[src/rtl/bounce_seq.sv]
module bounce_seq #(
  parameter int W    = 3,
  parameter int BOT  = 0,
  parameter int TOP  = 7,
  parameter int HOLD = 4
) (
  input  logic         clk,
  input  logic         rst,
  output logic [W-1:0] count,
  output logic         going_down
);
  localparam logic [W-1:0] BOT_V  = W'(BOT);
  localparam logic [W-1:0] TOP_V  = W'(TOP);
  localparam logic [W-1:0] HOLD_V = W'(HOLD);
  localparam logic [W-1:0] ONE    = W'(1);

  logic [W-1:0] cnt_q;
  logic         dn_q;
  logic         armed_q;

  wire at_top_next = (cnt_q + ONE) == TOP_V;
  wire at_bot_next = (cnt_q - ONE) == BOT_V;
  wire dwell_now   = dn_q && armed_q && (cnt_q == HOLD_V);

  always_ff @(posedge clk) begin
    if (rst) begin
      cnt_q   <= BOT_V;
      dn_q    <= 1'b0;
      armed_q <= 1'b0;
    end else if (!dn_q) begin
      cnt_q <= cnt_q + ONE;
      if (at_top_next) begin
        dn_q    <= 1'b1;
        armed_q <= 1'b1;
      end
    end else if (dwell_now) begin
      armed_q <= 1'b0;
    end else begin
      cnt_q <= cnt_q - ONE;
      if (at_bot_next) dn_q <= 1'b0;
    end
  end

  assign count      = cnt_q;
  assign going_down = dn_q;
endmodule


[config.mk]
export PLATFORM = sky130hd
export DESIGN_NAME = bounce_seq
export DESIGN_NICKNAME = d
export VERILOG_FILES = /design/src/rtl/bounce_seq.sv
export SDC_FILE = /design/constraint.sdc
export NUM_CORES = 1
export LEC_CHECK = 0
export BUFFER_PORTS_ARGS = -buffer_cell sky130_fd_sc_hd__buf_2
export CELL_PAD_IN_SITES_DETAIL_PLACEMENT = 1
export CELL_PAD_IN_SITES_GLOBAL_PLACEMENT = 2
export CORE_AREA = 5 5 42 44
export DETAILED_ROUTE_END_ITERATION = 16
export DIE_AREA = 0 0 47 49
export PLACE_DENSITY_LB_ADDON = 0.1
export SLEW_MARGIN = 0
export SYNTH_ARGS = -nofsm -noshare
export SYNTH_HDL_FRONTEND = slang
export SYNTH_SLANG_ARGS = --single-unit
[constraint.sdc]
create_clock -name clk -period 1.32 [get_ports clk]
set_clock_uncertainty 0.2 [all_clocks]
set_input_delay 0.264 -clock clk [delete_from_list [all_inputs] [get_ports clk]]
set_output_delay 0.264 -clock clk [all_outputs]
set_load 0.01 [all_outputs]
==> results_dict.tcl, run 1 <==
set metrics [dict create \
    hold_violations 0 \
    synth-seq-area-share_pct 30.4 \
    initial_core_util_pct 23.5 \
    fin_cells 64 \
    critical_path_buf_inv_count 3 \
    antenna_found_initial 0 \
    synthMuxAreaShare_pct 3.04 \
    core_sq_um 1400 \
    synth_top_family_by_area "compound AO/OA/AOI/OAI gates" \
    yosysTopAreaCell "dfxtp_1" \
    cts.root.buffer_cell "clkbuf_4" \
    synth_adder_area_share_pct 19.0 \
    drive_gt1_share_pct 54.2 \
    cpMaxStageDelayCell "dfxtp_4" \
    placedCellCount 59 \
    hold_path_class "in2reg" \
    arrival_ns 0.95 \
    hpwl_microns 698 \
    routed-wl-met2_microns 499 \
    synthSimpleGateAreaFrac_pct 5.32 \
    p_leak_uw 0.000214 \
    synth_cells 34 \
    synthTopCellsByArea "dfxtp_1 30%, ha_1 19%, buf_6 6.8%, xnor2_1 5.3%, xor2_1 5.3%" \
    grt_max_degree 8 \
    syn_to_final_growth_pct 56.3 \
    max-cap-violations 0 \
    slew_viol_final 0 \
    hold_buffers 0 \
    tritoncts "yes" \
    drc 0 \
    die_x_microns 47 \
    grt_pass1_vias 320 \
    tightest_slew_ns 0.230 \
    grt_setup_unrepaired "true" \
    grt_first_pass_wirelength_microns 1570 \
    synth_area_sq_um 329 \
    vias 300 \
    end_kind "output port" \
    synth.top_cells.by_count "5 x dfxtp_1, 5 x ha_1, 4 x inv_1, 3 x nor2_1" \
    synth_warnings 0 \
    cp.required_ns 0.86 \
    maxClockFrequency_mhz 705 \
    synth.distinct_cells 17 \
    setup.worst_path.start_class "flip-flop" \
    cts_max_level 1 \
    path_cells "buf_4 > buf_6 > buf_6" \
    relSlewSlack_pct 84.6 \
    switchingPower_uw 173 \
    synthArstFlopShare_pct 0 \
    crit_family "flip-flops" \
    pin_count 6 \
    rows 14 \
    status "finished, violations left" \
    cts_buffer_depth 2 \
    antenna_left 0 \
    synth-main-ff-cell "dfxtp_1" \
    cts_sinks 5 \
    period_share_pct 107 \
    synth_edf_count 0 \
    yosysTopAreaCellShare_pct 30.4 \
    vias_per_cell 4.69 \
    seq_area_sq_um 113 \
    synth_compound_area_share_pct 20.2 \
    antenna_cells 0 \
    max_stage_delay_ns 0.36 \
    clk_pin_slew_ns 0.05 \
    irDropWorstVdd_mv 0.594 \
    finalCriticalPeriod_ns 1.42 \
    fillers 173 \
    die_h_microns 49 \
    fin_area_sq_um 514 \
    violations "negative setup slack" \
    drt-initial-drc-count 2 \
    crit_type "reg2out" \
    track_usage_pct 9.92 \
    globalplace.congestion 0.662 \
    io_buffers 5 \
    highest_layer "met4" \
    nets 56 \
    worst_path_most_repeated_cell "buf_6" \
    synth_xor_area_share_pct 10.6 \
    path_max_fanout 4 \
    dpl_cell_area_sq_um 424 \
    synth_nets 41 \
    cts_buffers 3 \
    multi_input_area_sq_um 231 \
    synth_seq_cells 5 \
    wl_met1_microns 359 \
    setup_viol 7 \
    p_sw_share_pct 30.9 \
    drt_pass1_iterations 2 \
    seq_power_share_pct 33.8 \
    clkPwrFrac_pct 32.7 \
    ff2ff_setup_slack_ns -0.06 \
    setup_ws_ns -0.0975 \
    setup_tns_ns -0.281 \
    power.density_nw_per_um2 1090 \
    clock_latency_ns 0.25 \
    postRouteWirelength_microns 902 \
    drt-wirelength-per-cell_microns 14.1 \
    overflow 0 \
    dieArea_sq_um 2300 \
    syn-mean-instance-area_sq_um 9.68 \
    p_int_uw 387 \
    pwr-share-comb_pct 33.4 \
    dr_wl_met3_microns 25 \
]
[final timing paths]
path | start | end | cells after the start
setup / recovery | count[1]$_SDFFE_PP0P_ | count[1] | 3
hold / removal | rst | going_down$_SDFF_PP0_ | 2
setup reg to reg | count[1]$_SDFFE_PP0P_ | going_down$_SDFF_PP0_ | 5
hold reg to reg | count[2]$_SDFFE_PP0P_ | armed_q$_SDFFE_PP0P_ | 1
[cell usage in the layout, fill, tap and decap left out, types with 2 or more instances in the layout]
| master | synthesis | routed |
|---|---|---|
| nor2_1 | 3 | 3 |
| a21oi_1 | 2 | 2 |
| ha_4 | 0 | 2 |
| dfxtp_4 | 0 | 3 |
| ha_1 | 5 | 2 |
| inv_4 | 0 | 2 |
| xor2_1 | 2 | 2 |
| buf_4 | 0 | 5 |
| xnor2_1 | 2 | 2 |
| buf_6 | 2 | 5 |
| inv_1 | 4 | 2 |
| clkbuf_4 | 0 | 3 |
| buf_2 | 0 | 2 |
[area by class of cell]
type                            instances  share of cell area, %
Timing Repair Buffer                   12                   20.2
Inverter                                4                   3.89
Multi-Input combinational cell         23                   45.0
Clock buffer                            4                   5.11
Sequential cell                         5                   21.9
Tap cell                               16                   3.89
[registers in the layout, summed over array words and instances, names as in the netlist]
signal      count
armed_q         1
going_down      1
count           3
[per-layer routing]
metal / vias up / GRT usage (%)
met2: 6 / 14.5
li1: 144 / -
met4: 0 / 5.53
met5: - / 0
met1: 148 / 11.4
met3: 2 / 4.80
[kinds of logic after synthesis]
logic type | Yosys count
buf+inv | 6
fa+ha+maj | 5
compound gates | 9
simple gates | 4
mux | 1
flops | 5
xor+xnor | 4
[stage by stage]
| stage | hold slack (ns) | setup slack, ns | total power [uW] | utilization (%) |
|---|---|---|---|---|
| 2_1_floorplan | 0.127 | -0.00176 | 280 | - |
| 3_3_place_gp | 0.301 | -0.0696 | 329 | 30.3 |
| 3_5_place_dp | 0.298 | -0.120 | 334 | 30.3 |
| 4_1_cts | 0.0311 | -0.0679 | 558 | 35.3 |
| 5_1_grt | 0.0704 | -0.136 | 605 | 36.7 |
| 6_report | 0.0645 | -0.0975 | 560 | 36.7 |
[power by group through the flow]
stage	sequential, uW	clock, uW	combinational (uW)
2_1_floorplan	189	0	91.4
3_3_place_gp	187	0	142
3_5_place_dp	188	0	146
4_1_cts	190	193	175
5_1_grt	192	206	206
6_report	189	183	187
[timing repair]
| action | CTS | global route |
|---|---|---|
| endpoints found under the setup margin | 9 | 8 |
| resized for setup | 10 | 3 |
| pin swaps | 4 | 4 |
| setup buffers | 0 | 1 |
Note: power is estimated with default switching activity, not from simulation.
==> run 2: changes to the inputs <==
==> constraint.sdc (replaced) <==
create_clock -name clk -period 1.42 [get_ports clk]
set_clock_uncertainty 0.2 [all_clocks]
set_input_delay 0.284 -clock clk [delete_from_list [all_inputs] [get_ports clk]]
set_output_delay 0.284 -clock clk [all_outputs]
set_load 0.01 [all_outputs]
==> run 2 against run 1 <==
  * The flow still finishes with violations (negative setup slack)
  * Core utilization fell by 4.0 points
  * Total power shrank 13%
  * Wire length is 3.5% lower
  * Count of clock-buffer cells in the layout did not move
  * Non-clock buffer count down 1
  * Critical path depth is the same
  * Worst hold slack improved by 0.019 ns
  * Critical path type is now reg2reg
  * Largest cell class unchanged
==> results_dict.tcl, run 2 (same netlist as run 1, synthesis figures left out) <==
set metrics [dict create \
    min_from "rst" \
    track_usage_pct 9.21 \
    grt_pass1_vias 303 \
    antenna_left 0 \
    p_leak_uw 0.000200 \
    cts_max_level 1 \
    hold_end "count[2]$_SDFFE_PP0P_" \
    cts_sinks 5 \
    dr_wl_met3_microns 45 \
    max-cap-violations 0 \
    hold_buffers 0 \
    finalCriticalPeriod_ns 1.43 \
    setup.worst_path.start_class "flip-flop" \
    status "finished, violations left" \
    grt_max_degree 9 \
    postRouteWirelength_microns 870 \
    relSlewSlack_pct 84.8 \
    syn_to_final_growth_pct 39.2 \
    placedCellCount 58 \
    reg2reg_from "count[0]$_SDFFE_PP0P_" \
    slew_viol_final 0 \
    vias 280 \
    final_cell_mix "6 x buf_4, 5 x buf_2, 3 x nor2_1, 3 x ha_1, 3 x clkbuf_4" \
    drive_gt1_share_pct 46.8 \
    drt_pass1_iterations 1 \
    hold_slack_ns 0.0832 \
    antenna_cells 0 \
    fin_cells 63 \
    path_max_fanout 4 \
    largest_reg_flops 3 \
    clk_pin_slew_ns 0.04 \
    whs_path_depth 2 \
    io_buffers 5 \
    reg2reg_depth 3 \
    final_common_cell "buf_4" \
    core_sq_um 1400 \
    clock_latency_ns 0.25 \
    tightest_slew_ns 0.228 \
    arrival_ns 1.38 \
    cp.required_ns 1.37 \
    rows 14 \
    violations "negative setup slack" \
    crit_type "reg2reg" \
    globalplace.congestion 0.692 \
    initial_core_util_pct 23.5 \
    cts.root.buffer_cell "clkbuf_4" \
    end_kind "flip-flop" \
    nets 55 \
    die_h_microns 49 \
    maxClockFrequency_mhz 699 \
    tritoncts "yes" \
    routed-wl-met2_microns 439 \
    die_x_microns 47 \
    grt_setup_unrepaired "true" \
    irDropWorstVdd_mv 0.376 \
    period_share_pct 101 \
    hpwl_microns 647 \
    vias_per_cell 4.44 \
    p_total_uw 488 \
    overflow 0 \
    grt_first_pass_wirelength_microns 1420 \
    ff2ff_setup_slack_ns -0.01 \
    drc 0 \
    highest_layer "met4" \
    r2r-end "armed_q$_SDFFE_PP0P_" \
    dieArea_sq_um 2300 \
    hold_path_class "in2reg" \
    drt-wirelength-per-cell_microns 13.8 \
    drt-initial-drc-count 0 \
    antenna_found_initial 0 \
    cts_buffer_depth 2 \
    pin_count 6 \
    setup_viol 1 \
    setup_tns_ns -0.0111 \
    hold_violations 0 \
    setup_ws_ns -0.0111 \
    cts_buffers 3 \
    wl_met1_microns 359 \
    power.density_nw_per_um2 1070 \
]
run 2: per-stage QoR:
step	util, %	setup WS, ns	instance area, sq um
final	32.7	-0.0111	458
after global routing	32.7	-0.0310	458
after CTS	31.8	0.0137	445
after detailed placement	28.3	-0.0625	397
after global placement	28.3	-0.0131	397
after floorplan	-	0.00906	337
run 2: layer usage:
layer / global-route usage [%] / vias to the layer above
li1: - / 141
met1: 9.63 / 128
met2: 13.3 / 8
met3: 4.80 / 3
met4: 6.91 / 0
met5: 0 / -
run 2: worst max-delay path by stage:
| stage | start | to |
|---|---|---|
| 2_1_floorplan | count[0]$_SDFFE_PP0P_ | going_down$_SDFF_PP0_ |
| 3_3_place_gp | count[1]$_SDFFE_PP0P_ | going_down$_SDFF_PP0_ |
| 3_5_place_dp | count[0]$_SDFFE_PP0P_ | count[0]$_SDFFE_PP0P_ |
| 4_1_cts | count[0]$_SDFFE_PP0P_ | armed_q$_SDFFE_PP0P_ |
| 5_1_grt | count[1]$_SDFFE_PP0P_ | count[0]$_SDFFE_PP0P_ |
| 6_report | count[0]$_SDFFE_PP0P_ | armed_q$_SDFFE_PP0P_ |
run 2: timing repair:
action | in CTS | in global routing
endpoints found under the setup margin | 4 | 4
resized for setup | 7 | 2
pin swaps | 5 | 3
buffers inserted | 0 | 1
run 2: final cells by class:
type                            count  area (sq um)
Clock buffer                        4          26.3
Inverter                            4          20.0
Tap cell                           16          20.0
Multi-Input combinational cell     23           213
Fill cell                         177           943
Timing Repair Buffer               11          70.1
Sequential cell                     5           109
run 2: worst max-delay path, stage by stage (launching register included):
cell	delay [ns]
dfxtp_4	0.35
ha_1	0.25
a22o_1	0.26
a221oi_2	0.28
run 2: report_power, final:
part           leakage, uW  internal [uW]  total, uW  switching, uW
Sequential       0.0000425            155        178           22.2
Combinational     0.000143           77.9        142           63.7
Clock            0.0000150            107        169           62.5
